## config.mk

```make
export PLATFORM = sky130hd
export DESIGN_NAME = exec_stage
export DESIGN_NICKNAME = d
export VERILOG_FILES = /design/src/rtl/exec_pkg.sv /design/src/rtl/exec_alu_ctrl.sv /design/src/rtl/exec_alu.sv /design/src/rtl/exec_branch.sv /design/src/rtl/exec_stage.sv
export SDC_FILE = /design/constraint.sdc
export NUM_CORES = 1
export LEC_CHECK = 0
export BUFFER_PORTS_ARGS = -buffer_cell sky130_fd_sc_hd__buf_4
export CAP_MARGIN = 20
export CORE_MARGIN = 3
export CORE_UTILIZATION = 58
export DETAILED_ROUTE_END_ITERATION = 10
export MAX_ROUTING_LAYER = met4
export PLACE_DENSITY = 0.85
export SYNTH_ARGS = -nofsm -noshare
export SYNTH_HDL_FRONTEND = slang
export SYNTH_HIERARCHICAL = 1
export SYNTH_SLANG_ARGS = --single-unit
```

## constraint.sdc

```tcl
create_clock -name vclk -period 8.3
set_clock_uncertainty 0.05 [all_clocks]
set_input_delay 1.66 -clock vclk [all_inputs]
set_output_delay 1.66 -clock vclk [all_outputs]
set_load 0.02 [all_outputs]
```

## src/rtl/exec_pkg.sv

```systemverilog
package exec_pkg;

   localparam int unsigned ILEN     = 32;
   localparam int unsigned FN_W     = 4;

   typedef enum logic [FN_W-1:0] {
      FN_NONE = 4'd0,
      FN_ADD  = 4'd1,
      FN_SUB  = 4'd2,
      FN_SLL  = 4'd3,
      FN_SLT  = 4'd4,
      FN_SLTU = 4'd5,
      FN_OR   = 4'd6,
      FN_XOR  = 4'd7,
      FN_AND  = 4'd8,
      FN_SRL  = 4'd9,
      FN_SRA  = 4'd10
   } alu_fn_e;

   localparam logic [6:0] OPC_REG    = 7'b0110011;
   localparam logic [6:0] OPC_IMM    = 7'b0010011;
   localparam logic [6:0] OPC_LUI    = 7'b0110111;
   localparam logic [6:0] OPC_AUIPC  = 7'b0010111;
   localparam logic [6:0] OPC_LOAD   = 7'b0000011;
   localparam logic [6:0] OPC_STORE  = 7'b0100011;
   localparam logic [6:0] OPC_JAL    = 7'b1101111;
   localparam logic [6:0] OPC_JALR   = 7'b1100111;
   localparam logic [6:0] OPC_BRANCH = 7'b1100011;

endpackage

```

## src/rtl/exec_alu_ctrl.sv

```systemverilog
module exec_alu_ctrl
   import exec_pkg::*;
(
   input  logic [6:0] opcode,
   input  logic [2:0] funct3,
   input  logic       alt,
   output alu_fn_e    fn
);

   alu_fn_e arith_fn;

   always_comb begin
      unique case (funct3)
         3'b000:  arith_fn = (alt && opcode == OPC_REG) ? FN_SUB : FN_ADD;
         3'b001:  arith_fn = FN_SLL;
         3'b010:  arith_fn = FN_SLT;
         3'b011:  arith_fn = FN_SLTU;
         3'b100:  arith_fn = FN_XOR;
         3'b101:  arith_fn = alt ? FN_SRA : FN_SRL;
         3'b110:  arith_fn = FN_OR;
         default: arith_fn = FN_AND;
      endcase
   end

   always_comb begin
      unique case (opcode)
         OPC_REG, OPC_IMM:                       fn = arith_fn;
         OPC_LUI, OPC_AUIPC, OPC_LOAD, OPC_STORE,
         OPC_JAL, OPC_JALR, OPC_BRANCH:          fn = FN_ADD;
         default:                                fn = FN_NONE;
      endcase
   end

endmodule

```

## src/rtl/exec_alu.sv

```systemverilog
module exec_alu
   import exec_pkg::*;
#(
   parameter int unsigned XLEN = 32
)(
   input  logic [XLEN-1:0] op_a,
   input  logic [XLEN-1:0] op_b,
   input  alu_fn_e         fn,
   output logic [XLEN-1:0] res
);

   localparam int unsigned SHAMT_W = $clog2(XLEN);

   logic [SHAMT_W-1:0] shamt;
   logic [XLEN-1:0]    unused_op_b_hi;

   assign shamt          = op_b[SHAMT_W-1:0];
   assign unused_op_b_hi = op_b;

   always_comb begin
      unique case (fn)
         FN_ADD:  res = op_a + op_b;
         FN_SUB:  res = op_a - op_b;
         FN_SLL:  res = op_a << shamt;
         FN_SLT:  res = {{(XLEN-1){1'b0}}, $signed(op_a) < $signed(op_b)};
         FN_SLTU: res = {{(XLEN-1){1'b0}}, op_a < op_b};
         FN_OR:   res = op_a | op_b;
         FN_XOR:  res = op_a ^ op_b;
         FN_AND:  res = op_a & op_b;
         FN_SRL:  res = op_a >> shamt;
         FN_SRA:  res = $unsigned($signed(op_a) >>> shamt);
         default: res = '0;
      endcase
   end

endmodule

```

## src/rtl/exec_branch.sv

```systemverilog
module exec_branch
   import exec_pkg::*;
#(
   parameter int unsigned XLEN = 32
)(
   input  logic [6:0]      opcode,
   input  logic [2:0]      funct3,
   input  logic [XLEN-1:0] src_a,
   input  logic [XLEN-1:0] src_b,
   input  logic [XLEN-1:0] alu_res,
   output logic            taken,
   output logic [XLEN-1:0] target
);

   logic eq, lt_s, lt_u, cond;

   assign eq   = (src_a == src_b);
   assign lt_s = ($signed(src_a) < $signed(src_b));
   assign lt_u = (src_a < src_b);

   always_comb begin
      unique case (funct3)
         3'b000:  cond = eq;
         3'b001:  cond = !eq;
         3'b100:  cond = lt_s;
         3'b101:  cond = !lt_s;
         3'b110:  cond = lt_u;
         3'b111:  cond = !lt_u;
         default: cond = 1'b0;
      endcase
   end

   always_comb begin
      unique case (opcode)
         OPC_BRANCH:        taken = cond;
         OPC_JAL, OPC_JALR: taken = 1'b1;
         default:           taken = 1'b0;
      endcase
   end

   assign target = {alu_res[XLEN-1:1], alu_res[0] & (opcode != OPC_JALR)};

endmodule

```

## src/rtl/exec_stage.sv

```systemverilog
module exec_stage
   import exec_pkg::*;
#(
   parameter int unsigned XLEN = 32
)(
   input  logic [31:0]     instr,
   input  logic [XLEN-1:0] pc,
   input  logic [XLEN-1:0] rs1_val,
   input  logic [XLEN-1:0] rs2_val,
   input  logic [XLEN-1:0] imm,
   input  logic            op1_sel,
   input  logic            op2_sel,
   output logic [FN_W-1:0] alu_fn,
   output logic [XLEN-1:0] alu_result,
   output logic            jump_taken,
   output logic [XLEN-1:0] jump_target
);

   generate
      if (XLEN != ILEN) begin : g_bad_xlen
         initial $fatal(1, "exec_stage: XLEN must equal the instruction width");
      end
   endgenerate

   logic [6:0]      opcode;
   logic [2:0]      funct3;
   logic            alt;
   logic [XLEN-1:0] op_a, op_b, res;
   alu_fn_e         fn;
   logic            unused_instr_bits;

   assign opcode            = instr[6:0];
   assign funct3            = instr[14:12];
   assign alt               = instr[30];
   assign unused_instr_bits = ^{instr[31], instr[29:15], instr[11:7]};

   assign op_a = op1_sel ? pc  : rs1_val;
   assign op_b = op2_sel ? imm : rs2_val;

   exec_alu_ctrl u_ctrl (
      .opcode (opcode),
      .funct3 (funct3),
      .alt    (alt),
      .fn     (fn)
   );

   exec_alu #(.XLEN(XLEN)) u_alu (
      .op_a (op_a),
      .op_b (op_b),
      .fn   (fn),
      .res  (res)
   );

   exec_branch #(.XLEN(XLEN)) u_br (
      .opcode  (opcode),
      .funct3  (funct3),
      .src_a   (rs1_val),
      .src_b   (rs2_val),
      .alu_res (res),
      .taken   (jump_taken),
      .target  (jump_target)
   );

   assign alu_fn     = fn;
   assign alu_result = res;

endmodule

```

### Word-level counts from Yosys, hierarchy flattened

Cells that the tools add are included.
Widths: inputs -> output; s select.

| storage, ports and cells | value |
|---|---|
| register bits | 0 |
| latch bits | 0 |
| memory bits (writable) | 0 |
| ROM bits | 0 |
| input port bits | 162 |
| output and inout bits | 69 |
| word-level logic and storage cells | 58 |
| memories | 0 |

| cells by class | value |
|---|---|
| add/sub/neg operators | 2 |
| $mul | 0 |
| div/mod/pow operators | 0 |
| order comparisons | 4 |
| eq/ne operators | 28 |
| shift-type cells | 3 |
| mux-type cells | 9 |
| bitwise logic cells | 4 |
| reductions and logical operators | 8 |

Operator list:

| cell | number |
|---|---|
| $pmux 32 s10 | 1 |
| $lt 32x32->1 | 4 |
| $mux 32 | 2 |
| $add 32x32->32 | 1 |
| $and 32x32->32 | 1 |
| $eq 32x32->1 | 1 |
| $or 32x32->32 | 1 |
| $shl 32x5->32 | 1 |
| $shr 32x5->32 | 1 |
| $sshr 32x5->32 | 1 |
| $sub 32x32->32 | 1 |
| $xor 32x32->32 | 1 |
| $pmux 4 s7 | 1 |
| $eq 7x6->1 const B | 3 |
| $eq 7x7->1 const B | 3 |
| $eq 4x3->1 const B | 4 |
| $eq 7x5->1 const B | 2 |
| $eq 3x3->1 const B | 4 |
| $eq 4x4->1 const B | 3 |
| $eq 4x2->1 const B | 2 |
| $pmux 4 s2 | 1 |
| $eq 7x2->1 const B | 1 |
| $ne 7x7->1 const B | 1 |
| $reduce_or 7->1 | 1 |
| other kinds (11) | 16 |

### Longest topological paths before layout

| depth | value |
|---|---|
| depth in word-level cells | 8 |
| depth in mapped cells | 22 |
| gate-level depth less buffers | 17 |

### Cells and area by module

The synthesis kept the hierarchy.

Modules (own cells, without submodules):

| module | instances | cells each | area an instance (um^2) | sequential area each (um^2) |
|---|---|---|---|---|
| exec_alu | 1 | 1274 | 7948.9 | 0.0 |
| exec_branch | 1 | 163 | 1173.6 | 0.0 |
| exec_stage | 1 | 72 | 1088.5 | 0.0 |
| exec_alu_ctrl | 1 | 22 | 133.9 | 0.0 |

### Least setup slack after synthesis

Ideal clock, no wire load.

| timing path | value |
|---|---|
| kind | input to output |
| start | input op2_sel |
| end | output jump_target[30] |
| data arrival time | 6.320 ns |
| data required time | 6.590 ns |
| slack | 0.270 ns |
| stages | 21 |
| path buffers | 8 |
| path through | buf_6 -> buf_12 -> mux2_4 -> clkbuf_1 -> inv_1 -> buf_2 -> buf_1 -> clkbuf_1 -> ha_1 -> buf_2 -> nor2b_2 -> o221ai_2 -> a311oi_1 -> a21o_1 -> a21oi_4 -> o221ai_2 -> a311oi_4 -> o31ai_1 -> mux2_1 -> o22ai_1 -> buf_4 |

| between the ends | value |
|---|---|
| longest elaborated chain between the ends | 3 |
| elaborated cells on any way between the ends | 10 |
| those cells by class | add/sub: 2; shift: 3; mux: 2; bitwise: 3 |

Ends and longest elaborated chain:

| item | RTL line | RTL |
|---|---|---|
| start: declaration | exec_stage.sv:12 | `input logic op2_sel,` |
| $mux 32 (*) | exec_stage.sv:38 | `assign op_b = op2_sel ? imm : rs2_val;` |
| net op_b[2] | exec_stage.sv:28 | `logic [XLEN-1:0] op_a, op_b, res;` |
| $sub 32x32->32, or another cell as far along | exec_alu.sv:23 | `FN_SUB: res = op_a - op_b;` |
| $pmux 32 s10 (*) | exec_alu.sv:21 | `unique case (fn)` |
| end: declaration | exec_stage.sv:16 | `output logic [XLEN-1:0] jump_target` |

The timed path passes the listed nets; every way through them passes the cells marked *.

### Worst setup path after layout

| timing path | value |
|---|---|
| start | input op1_sel |
| end | output jump_target[0] |

| between the ends | value |
|---|---|
| longest elaborated chain between the ends | 4 |
| elaborated cells on any way between the ends | 13 |
| those cells by class | add/sub: 2; order compare: 2; shift: 3; mux: 2; bitwise: 4 |

Ends and longest elaborated chain:

| item | RTL line | RTL |
|---|---|---|
| start: declaration | exec_stage.sv:11 | `input logic op1_sel,` |
| $mux 32 (*) | exec_stage.sv:37 | `assign op_a = op1_sel ? pc : rs1_val;` |
| net op_a[0] | exec_stage.sv:28 |  |
| $sub 32x32->32, or another cell as far along | exec_alu.sv:23 |  |
| $pmux 32 s10 (*) | exec_alu.sv:21 |  |
| $and 1x1->1 (*) | exec_branch.sv:41 | `assign target = {alu_res[XLEN-1:1], alu_res[0] & (opcode != OPC_JALR)};` |

Marks and branches as above.

==> metrics.md <==
| Metric | Value |
|---|---|
| Status | `finished clean` |
| Synth Net Count | `1824` |
| Core box area | `17400 sq um` |
| Fill cells | `1587` |
| RSZ-0062 raised after global routing | `no` |
| Sequential cells | `0` |
| Metal3 WL | `6620 um` |
| FF/Latch Area | `0 sq um` |
| Post-CTS resize count | `0` |
| Setup repair bufs after CTS | `0` |
| N_diodes | `0` |
| DR vias/cell | `6.90` |
| Slew HR | `0.423` |
| Via count | `12792` |
| Final hold viol count | `0` |
| Layout Area Growth over Synthesis | `12.6%` |
| Sw frac | `0.620` |
| Design area | `11600 sq um` |
| Yosys Warn Count | `6` |
| Mapped Cells | `1531` |
| FMAX | `129 MHz` |
| Power Dens Cells | `89.1 nW/um^2` |
| Clock share of power | `0` |
| Least-Margin Pin Slew | `0.857 ns` |
| Ports | `231` |
| Initial antenna violation count | `0` |
| Worst hold slack | `3.63 ns` |
| Hold Path Class | `input pin to output pin` |
| Psw | `0.000644 W` |
| Minimum clock period | `7.74 ns` |
| Clock buf count | `0` |
| Fin nets | `1925` |
| # hold bufs at CTS | `0` |
| CP startpoint kind | `input pin` |
| Die ar. | `19500 sq um` |
| Met2 Wirelength | `17800 um` |
| PortBufs | `210` |
| Final worst path period share | `0.932` |
| Largest net degree at the start of global routing | `83` |
| Flop pwr share | `0` |
| Maximum fanout along the worst path | `11` |
| Mapped Area | `10300 sq um` |
| 1st-iter DRT viols | `2030` |
| Met1 WL | `17300 um` |
| Average wire per standard cell | `23.3 um` |
| Distinct cell type count after synthesis | `94` |
| Routed WL | `43200 um` |
| Post-route core utilization | `0.671` |
| Final setup viols | `0` |
| Layout cells sized above 1 | `0.214` |
| Hold EP | `jump_target[0]` |
| Starting Density | `0.596` |
| Vias in the first global route | `11760` |
| Die Ht | `140 um` |
| Post-DP Area | `11600 sq um` |
| All-Layer GR Usage | `0.424` |
| Router iterations before antenna repair | `6` |
| First-pass GRT wire length | `65500 um` |
| Max layer used | `met4` |
| RD Place Congestion | `1.12` |
| Max-cap violations | `0` |
| Min-delay src | `instr[2]` |
| Setup TNS | `0 ns` |
| Crit end category | `output pin` |
| Detailed Place HPWL | `34400 um` |
| Leak pwr | `5.68 nW` |
| Setup CP Type | `input pin to output pin` |
| WHS Path Cells | `3` |
| Synth Area per Inst | `6.76 sq um` |
| DIE WIDTH | `140 um` |
| Gate power share | `1.000` |
| Post-synthesis sequential area ratio | `0` |
| Critical path data arrival time | `6.03 ns` |
| Drt drc | `0` |
| Remaining global-route overflow | `0` |
| Int Power | `0.000394 W` |
| Post-route ant nets | `0` |
| # rows | `48` |
| Slew Viols, Final | `0` |
| Max VDD drop | `63.2 uV` |
| Data required, critical path | `6.59 ns` |
[critical path: stages]
cell and delay (ns):
buf_4 0.21, mux2_2 0.47, inv_1 0.12, ha_1 0.18
inv_1 0.06, fa_1 0.40, nor2b_2 0.19, o221ai_2 0.24
a311oi_1 0.25, a21o_1 0.30, a21oi_4 0.22, o221ai_2 0.19
a311oi_4 0.46, nor4_1 0.09, a2bb2oi_1 0.14, o21ai_0 0.39
inv_1 0.08, a31oi_1 0.17, buf_4 0.17
[cell type report]
class	count	area [sq um]	share of cell area
multi-input combinational	1261	9080	0.780
tap	225	282	0.0242
inverter	130	488	0.0419
timing repair buffer	239	1790	0.154
[synth_stat cells, types with 19 or more instances]
| library cell | n | area, sq um |
|---|---|---|
| mux2_4 | 60 | 901 |
| a221oi_1 | 28 | 245 |
| o22ai_1 | 22 | 138 |
| inv_1 | 126 | 473 |
| o211ai_1 | 19 | 143 |
| clkbuf_1 | 64 | 240 |
| nor3_1 | 24 | 120 |
| a21o_1 | 27 | 203 |
| mux2i_1 | 43 | 430 |
| o21ai_0 | 107 | 536 |
| nand2_1 | 128 | 480 |
| o31ai_1 | 24 | 180 |
| a211oi_1 | 28 | 210 |
| nor2_1 | 159 | 597 |
| buf_4 | 32 | 240 |
| ha_1 | 129 | 1610 |
| a21oi_1 | 165 | 826 |
| nand3_1 | 27 | 135 |
[cells by family after synthesis]
group | count (synthesis) | synth area share
muxes | 127 | 0.160
xor gates and xnor gates | 5 | 0.00423
buffers and inverters | 270 | 0.123
and+or+nand+nor | 443 | 0.197
AOI/OAI and AO/OA | 555 | 0.356
adders and majority gates | 131 | 0.160
[per-stage QoR]
step	std cells	worst slack [ns]	total power (W)
after global routing	1855	0.418	0.00111
after CTS	1855	0.717	0.00100
after floorplan	1531	0.270	0.000713
final	1855	0.561	0.00104
after global placement	1855	0.797	0.000985
after detailed placement	1855	0.758	0.000998
[power groups by stage]
stage	Combinational (W)	Sequential, W	Clock [W]
5_1_grt	0.00111	0	0
2_1_floorplan	0.000713	0	0
3_5_place_dp	0.000998	0	0
6_report	0.00104	0	0
3_3_place_gp	0.000985	0	0
4_1_cts	0.00100	0	0
[metal layers]
| metal | track usage | up-vias |
|---|---|---|
| li1 | - | 5789 |
| met2 | 0.616 | 1007 |
| met1 | 0.589 | 5863 |
| met5 | - | - |
| met4 | 0.111 | 0 |
| met3 | 0.104 | 133 |
[layout by cell type, fill, tap and decap left out, types with 4 or more instances in the layout]
master	synthesis	routed
mux2_4	60	60
o31ai_1	24	24
a21boi_0	4	4
buf_4	32	239
mux2i_1	43	43
ha_1	129	129
nand4_1	17	17
and3_1	10	10
a21oi_1	165	165
o211ai_1	19	19
o2111ai_1	7	7
nor2b_1	9	9
o21bai_1	14	14
o22ai_1	22	22
nand2b_1	15	15
inv_1	126	126
o21ai_0	107	106
mux2_2	18	18
mux4_2	5	5
a31oi_1	12	12
a211o_1	6	6
a221o_1	11	11
and2_1	11	11
a221oi_1	28	28
a21o_1	27	27
nand3_1	27	27
or3_1	7	7
o32a_1	4	4
o21a_1	7	7
nor4_1	11	11
nand2_1	128	128
a22oi_1	9	9
o32ai_1	5	5
nor2_1	159	159
nor3_1	24	24
xnor2_1	5	5
a211oi_1	28	28
o221ai_1	12	12
[how the worst max path moves through the flow]
| stage | from | to | slack, ns | cells past startpoint |
|---|---|---|---|---|
| floorplan | op2_sel | jump_target[30] | 0.27 | 21 |
| CTS | op1_sel | jump_target[0] | 0.72 | 19 |
| global placement | op1_sel | jump_target[0] | 0.80 | 19 |
| finish | op1_sel | jump_target[0] | 0.56 | 19 |
| detailed placement | op1_sel | jump_target[0] | 0.76 | 19 |
| global route | op1_sel | jump_target[0] | 0.42 | 19 |
Note: power is estimated with default switching activity, not from simulation.
